### src/rtl/dsp_pkg.sv
// Shared types for the graceful stop and poll controller.
// Assumes: one receive path and one transmit path.
package dsp_pkg;

    // Path indices used by the stop trackers
    localparam int unsigned PATH_RX = 0;
    localparam int unsigned PATH_TX = 1;
    localparam int unsigned N_PATHS = 2;

    // Fields decoded from one control write
    typedef struct packed {
        logic rx_stop;
        logic tx_stop;
        logic no_poll;
    } ctl_fields_t;

    // Fields the poll timer needs between writes
    typedef struct packed {
        logic tx_stop;
        logic no_poll;
    } timer_cfg_t;

endpackage

### src/rtl/dsp_ctl_decode.sv
// Decodes a control write into stop requests and a timer restart,
// and holds the fields the poll timer consults at expiry.
// Assumes: bit positions are distinct and below CTL_W.
module dsp_ctl_decode
    import dsp_pkg::*;
#(
    parameter int unsigned CTL_W      = 32,
    parameter int unsigned RXSTOP_BIT = 4,
    parameter int unsigned TXSTOP_BIT = 3,
    parameter int unsigned NOPOLL_BIT = 6
) (
    input  logic             clk,
    input  logic             rst_n,
    input  logic             wr,
    input  logic [CTL_W-1:0] wdata,
    output logic             rx_req,
    output logic             tx_req,
    output logic             restart,
    output timer_cfg_t       cfg_q
);

    ctl_fields_t fields;
    logic        unused_wdata;

    // Pull the three fields out of the written word
    always_comb begin
        fields.rx_stop = wdata[RXSTOP_BIT];
        fields.tx_stop = wdata[TXSTOP_BIT];
        fields.no_poll = wdata[NOPOLL_BIT];
    end

    // Other bits of the word belong to logic outside this block
    assign unused_wdata = ^wdata;

    // Strobes that last only for the write cycle
    always_comb begin
        rx_req  = wr & fields.rx_stop;
        tx_req  = wr & fields.tx_stop;
        restart = wr & ~fields.no_poll;
    end

    // Keep the last written timer-related fields
    always_ff @(posedge clk) begin
        if (!rst_n) begin
            cfg_q <= '0;
        end else if (wr) begin
            cfg_q.tx_stop <= fields.tx_stop;
            cfg_q.no_poll <= fields.no_poll;
        end
    end

endmodule

### src/rtl/dsp_stop_track.sv
// Tracks one graceful stop request for one direction. Completes at
// once when the path is idle, or at the next end-of-frame otherwise.
// Assumes: eof is a single-cycle strobe from the same clock domain.
module dsp_stop_track (
    input  logic clk,
    input  logic rst_n,
    input  logic req,
    input  logic busy,
    input  logic eof,
    output logic done,
    output logic pending
);

    logic fire;
    logic pend_d;

    // Decide whether completion happens in this cycle
    always_comb begin
        fire   = (pending & eof) | (req & ~busy);
        pend_d = (pending | (req & busy)) & ~fire;
    end

    // Register the pending flag and the completion pulse
    always_ff @(posedge clk) begin
        if (!rst_n) begin
            pending <= 1'b0;
            done    <= 1'b0;
        end else begin
            pending <= pend_d;
            done    <= fire;
        end
    end

endmodule

### src/rtl/dsp_poll_timer.sv
// Self-rearming transmit descriptor poll timer. A restart loads a full
// period. At expiry it polls ring 0 unless transmit stop is set, and
// re-arms unless polling is disabled.
// Assumes: PERIOD >= 2; restart takes precedence over a same-cycle expiry.
module dsp_poll_timer #(
    parameter int unsigned PERIOD = 1_000_000
) (
    input  logic clk,
    input  logic rst_n,
    input  logic restart,
    input  logic no_poll,
    input  logic tx_stop,
    output logic poll
);

    localparam int unsigned CW = (PERIOD > 2) ? $clog2(PERIOD) : 1;
    localparam logic [CW-1:0] RELOAD = CW'(PERIOD - 1);

    typedef enum logic {T_IDLE, T_RUN} tstate_t;

    tstate_t       state_q, state_d;
    logic [CW-1:0] cnt_q, cnt_d;
    logic          poll_d;
    logic          expire;

    assign expire = (state_q == T_RUN) && (cnt_q == '0);

    // Next-state logic for the countdown
    always_comb begin
        state_d = state_q;
        cnt_d   = cnt_q;
        poll_d  = 1'b0;
        if (restart) begin
            state_d = T_RUN;
            cnt_d   = RELOAD;
        end else if (expire) begin
            if (no_poll) begin
                state_d = T_IDLE;
            end else begin
                poll_d = ~tx_stop;
                cnt_d  = RELOAD;
            end
        end else if (state_q == T_RUN) begin
            cnt_d = cnt_q - 1'b1;
        end
    end

    // Timer registers and the registered poll pulse
    always_ff @(posedge clk) begin
        if (!rst_n) begin
            state_q <= T_IDLE;
            cnt_q   <= '0;
            poll    <= 1'b0;
        end else begin
            state_q <= state_d;
            cnt_q   <= cnt_d;
            poll    <= poll_d;
        end
    end

endmodule

### src/rtl/dma_stop_poll_ctrl.sv
// Top of the graceful stop and poll controller. Decodes control writes,
// runs one stop tracker per direction and the ring-0 poll timer.
// Assumes: CLK_HZ / POLL_HZ >= 2.
module dma_stop_poll_ctrl
    import dsp_pkg::*;
#(
    parameter int unsigned CTL_W      = 32,
    parameter int unsigned RXSTOP_BIT = 4,
    parameter int unsigned TXSTOP_BIT = 3,
    parameter int unsigned NOPOLL_BIT = 6,
    parameter int unsigned CLK_HZ     = 100_000_000,
    parameter int unsigned POLL_HZ    = 100
) (
    input  logic             clk,
    input  logic             rst_n,
    input  logic             ctl_wr,
    input  logic [CTL_W-1:0] ctl_wdata,
    input  logic             rx_busy,
    input  logic             rx_eof,
    input  logic             tx_busy,
    input  logic             tx_eof,
    output logic             rx_stop_done,
    output logic             tx_stop_done,
    output logic             ring0_poll
);

    localparam int unsigned PERIOD = CLK_HZ / POLL_HZ;

    logic       rx_req, tx_req, restart;
    timer_cfg_t cfg_q;

    logic [N_PATHS-1:0] p_req, p_busy, p_eof, p_done, p_pending;

    // Control word decoder
    dsp_ctl_decode #(
        .CTL_W(CTL_W), .RXSTOP_BIT(RXSTOP_BIT),
        .TXSTOP_BIT(TXSTOP_BIT), .NOPOLL_BIT(NOPOLL_BIT)
    ) u_dec (
        .clk(clk), .rst_n(rst_n), .wr(ctl_wr), .wdata(ctl_wdata),
        .rx_req(rx_req), .tx_req(tx_req), .restart(restart), .cfg_q(cfg_q)
    );

    // Gather per-direction inputs into vectors
    always_comb begin
        p_req[PATH_RX]  = rx_req;
        p_req[PATH_TX]  = tx_req;
        p_busy[PATH_RX] = rx_busy;
        p_busy[PATH_TX] = tx_busy;
        p_eof[PATH_RX]  = rx_eof;
        p_eof[PATH_TX]  = tx_eof;
    end

    // One stop tracker per direction
    for (genvar g = 0; g < N_PATHS; g++) begin : g_path
        dsp_stop_track u_trk (
            .clk(clk), .rst_n(rst_n), .req(p_req[g]), .busy(p_busy[g]),
            .eof(p_eof[g]), .done(p_done[g]), .pending(p_pending[g])
        );
    end

    assign rx_stop_done = p_done[PATH_RX];
    assign tx_stop_done = p_done[PATH_TX];

    // Ring-0 poll timer
    dsp_poll_timer #(.PERIOD(PERIOD)) u_tmr (
        .clk(clk), .rst_n(rst_n), .restart(restart),
        .no_poll(cfg_q.no_poll), .tx_stop(cfg_q.tx_stop), .poll(ring0_poll)
    );

endmodule

### config.mk
export PLATFORM = sky130hd
export DESIGN_NAME = dma_stop_poll_ctrl
export DESIGN_NICKNAME = d
export VERILOG_FILES = /design/src/rtl/dsp_pkg.sv /design/src/rtl/dsp_ctl_decode.sv /design/src/rtl/dsp_stop_track.sv /design/src/rtl/dsp_poll_timer.sv /design/src/rtl/dma_stop_poll_ctrl.sv
export SDC_FILE = /design/constraint.sdc
export NUM_CORES = 1
export LEC_CHECK = 0
export ABC_AREA = 1
export BUFFER_PORTS_ARGS = -buffer_cell sky130_fd_sc_hd__clkbuf_2
export CORE_UTILIZATION = 30
export CTS_CLUSTER_SIZE = 40
export DETAILED_ROUTE_END_ITERATION = 12
export PLACE_DENSITY = 0.55
export SLEW_MARGIN = 20
export SYNTH_ARGS = -nofsm -noshare
export SYNTH_HDL_FRONTEND = slang
export SYNTH_SLANG_ARGS = --single-unit
export TNS_END_PERCENT = 20
### constraint.sdc
create_clock -name clk -period 1.65 [get_ports clk]
set_input_delay 0.33 -clock clk [delete_from_list [all_inputs] [get_ports clk]]
set_output_delay 0.33 -clock clk [all_outputs]
set_load 0.01 [all_outputs]
==> flow_summary.ini <==
[worst_setup_path]
critical_path_peak_fanout = 6
startpoint_type = flip-flop
type_of_destination_of_the_critical_path = flip-flop
critPathSlowestCell = dfxtp_2
required_ns = 1.82
critical_setup_path_kind = reg -> reg
critPathMaxStageDelay_ns = 0.34
cp_data_arrival_time_ns = 1.76
crit_chain = inv_2 > ha_4 > nand2_4 > nor2_4 > nand2_2 > nor2_4 > nand2_4 > nand2_8 > buf_8 > nor2_1 > o21ai_1 > nor2_1

[yosys]
yosys_warnings = 0
yosysSeqAreaShare_pct = 36.0
netlist_instances = 236
post_synth_num_cell_types = 26
syn-cell-area_um2 = 1560
synthesis.nets = 276
synth.ff_latch_count = 28
post_synth.cell_area_avg_um2 = 6.60

[global_route]
antenna_found_initial = 0
number_of_global_route_vias_before_repair = 1412
pin_count_of_the_biggest_net_entering_global_routing = 17
track_usage_pct = 15.4
global_route_wire_length_before_repair_um = 6470
grt-ovfl-total = 0

[placement]
place_area_um2 = 1880
port-buffer-count = 12
weighted_congestion_at_the_end_of_routability_driven_global_placement = 0.887
detailedPlacementHpwl_um = 2890

[clocking]
clk_path_buf_depth = 2
worst_skew_pair.late_latency_ns = 0.28
cts_root_buf = clkbuf_8
clock_sink_count = 28
clkTransAtPathRegs_ns = 0.11
htree_levels = 1
tritoncts_buffer_count = 3
tritoncts_clock_tree = done

[drt]
drt_first_pass_iters = 4
wl_per_cell_um = 11.6
drt.antenna.violating_nets = 0
detailroute.via_count = 1594
route.final.wire_length_um = 4020
drt-vias-per-instance = 4.58
drt_iter0_drc = 100
route.detailed.drc = 0

[pwr]
vdd_ir_drop_max_uv = 481
seq_power_share_pct = 35.6
combPwrFrac_pct = 39.4
power_mw = 2.24
p_int_mw = 1.47
share_clk_of_total_power_pct = 24.9
leak_pwr_nw = 1.02
p_per_area_nw_per_um2 = 1020
power_switching_share_pct = 34.4
switching_power_mw = 0.769

[sta]
fin_worst_skew_ns = 0.0103
worstMarginPinSlew_ns = 0.517
setup_viol = 0
totalNegativeSetupSlack_ns = 0
slew-limit-headroom_pct = 65.5
finalMaxSlewViolations = 0
final.min_clock_period_ns = 1.59
clock.fmax_ghz = 0.629
final.period_utilization_pct = 96.3
grt_setup_unrepaired = yes
report.final.hold_viol_count = 0

[layout]
total_non_filler_cell_area_in_the_finished_layout_um2 = 2190
syn2layout_area_growth_pct = 40.6
number_of_inserted_filler_cells_in_the_final_layout = 501
final_layout_size_suffix_gt1_share_pct = 32.0
utilization_pct = 45.2
final_nets = 322
antenna-diode-count = 0

[die]
start_util_pct = 32.1
num_io_pins = 42
number_of_rows_created_at_floorplan = 25
die_x_um = 74.1
die_y_um = 74.1
design.die.area_um2 = 5480
core_area_um2 = 4850

[hold_path]
holdCritPathClass = in -> reg

[flow_run]
cap_violations = 0

[run_status]
status = finished, final reports clean
==> timing repair <==
action	CTS	global route
cloned	0	2
gates resized for setup	2	47
pin swaps	0	21
setup buffers	0	3
hold buffers	0	0
endpoints found under the setup margin	7	21
==> Yosys cell counts, drive strengths merged <==
| cell type | instances | share of area [%] |
|---|---|---|
| a21boi | 1 | 0.48 |
| a21oi | 21 | 6.7 |
| a2bb2oi | 1 | 0.56 |
| buf | 5 | 2.8 |
| clkbuf | 2 | 0.48 |
| dfxtp | 28 | 36 |
| ha | 1 | 0.80 |
| inv | 21 | 5.1 |
| nand2 | 60 | 16 |
| nand3 | 25 | 8.0 |
| nand4 | 7 | 2.8 |
| nor2 | 43 | 11 |
| nor3 | 3 | 0.96 |
| nor3b | 1 | 0.48 |
| nor4 | 1 | 0.40 |
| o21ai | 6 | 1.9 |
| o31ai | 1 | 0.48 |
| or2 | 2 | 0.80 |
| xnor2 | 1 | 0.56 |
| xor2 | 6 | 3.4 |
==> through the flow <==
step | setup WS (ns) | hold WS (ns) | std cells
floorplan | 0.0981 | 0.400 | 236
global placement | -0.113 | 0.413 | 339
detailed placement | -0.105 | 0.412 | 339
CTS | 0.0250 | 0.290 | 343
global route | -0.0625 | 0.313 | 348
finish | 0.0602 | 0.288 | 348
==> kinds of logic (layout without fill, tap and decap cells) <==
group                    count (synthesis)  count (layout)  synth area share [%]
AND/OR/NAND/NOR                        142             142                  40.7
AO/OA/AOI/OAI                           30              30                  10.2
flip-flops                              28              28                  36.0
buffers and inverters                   28              73                  8.35
XOR/XNOR                                 7               7                  3.94
adder cells (fa/ha/maj)                  1               1                 0.803
==> layer usage <==
layer / up-vias / GRT usage [%] / share of wire, %
met5: - / 0 / 0
met4: 0 / 5.13 / 1.0
met3: 4 / 1.90 / 2.5
met2: 16 / 24.9 / 45
met1: 724 / 21.2 / 51
li1: 850 / - / -
==> flip-flops by register name, indices dropped and copies added (netlist names) <==
register,cells
u_tmr.state_q,1
u_tmr.cnt_q,20
g_path.u_trk.pending,2
g_path.u_trk.done,2
u_tmr.poll,1
u_dec.cfg_q,2
==> worst max-delay path: cells and delay by family, from the launching register on <==
family / cells / cell delay [ns]
buffers and inverters: 2 / 0.19
flip-flops: 1 / 0.34
adder cells (fa/ha/maj): 1 / 0.15
AO/OA/AOI/OAI: 1 / 0.10
AND/OR/NAND/NOR: 8 / 0.71
==> power by group through the flow <==
stage	logic [mW]	clock network, mW	registers [mW]
4_1_cts	0.764	0.574	0.775
6_report	0.882	0.558	0.797
2_1_floorplan	0.521	0	0.793
5_1_grt	0.988	0.609	0.806
3_3_place_gp	0.753	0	0.790
3_5_place_dp	0.759	0	0.790
==> path summary, 6_finish.rpt <==
check | startpoint | to | slack [ns] | cells after the start
max reg2reg | u_tmr.cnt_q[1]$_SDFFE_PN0P_ | u_tmr.cnt_q[10]$_SDFFE_PP0P_ | 0.06 | 12
min reg2reg | u_dec.cfg_q[1]$_SDFFE_PN0P_ | u_tmr.poll$_SDFF_PP0_ | 0.43 | 1
max | u_tmr.cnt_q[1]$_SDFFE_PN0P_ | u_tmr.cnt_q[10]$_SDFFE_PP0P_ | 0.06 | 12
min | tx_eof | g_path[1].u_trk.done$_SDFF_PN0_ | 0.29 | 3
==> final cells by class <==
cell class | instances | area (um^2) | area share [%]
clock buffers | 3 | 41.3 | 1.89
clock inverters | 1 | 30.0 | 1.37
inverters | 21 | 78.8 | 3.60
multi-input cells | 180 | 1000 | 45.7
flip-flops and latches | 28 | 571 | 26.1
well taps | 67 | 83.8 | 3.83
repair buffers | 48 | 384 | 17.5
==> cell usage in the layout (no fill, tap or decap) <==
| cell type | count |
|---|---|
| clkbuf_16 | 2 |
| nor4_1 | 1 |
| buf_4 | 31 |
| o21ai_0 | 2 |
| a2bb2oi_1 | 1 |
| inv_1 | 19 |
| ha_4 | 1 |
| o21ai_2 | 1 |
| a21boi_4 | 1 |
| a21oi_1 | 20 |
| inv_2 | 2 |
| nand3_2 | 1 |
| nand2_2 | 5 |
| nor2_2 | 3 |
| o21ai_1 | 3 |
| a21oi_2 | 1 |
| xnor2_1 | 1 |
| or2_2 | 2 |
| nand2_4 | 2 |
| clkbuf_8 | 3 |
| buf_6 | 1 |
| nand2_8 | 2 |
| buf_8 | 2 |
| xor2_1 | 6 |
| nor3_1 | 3 |
| nor3b_1 | 1 |
| nand4_1 | 7 |
| clkbuf_2 | 12 |
| o31ai_1 | 1 |
| nor2_1 | 31 |
| dfxtp_1 | 20 |
| nor2_4 | 9 |
| bufinv_16 | 1 |
| nand3_1 | 24 |
| nand2_1 | 51 |
| dfxtp_2 | 8 |
(Power assumes the default switching activity.)
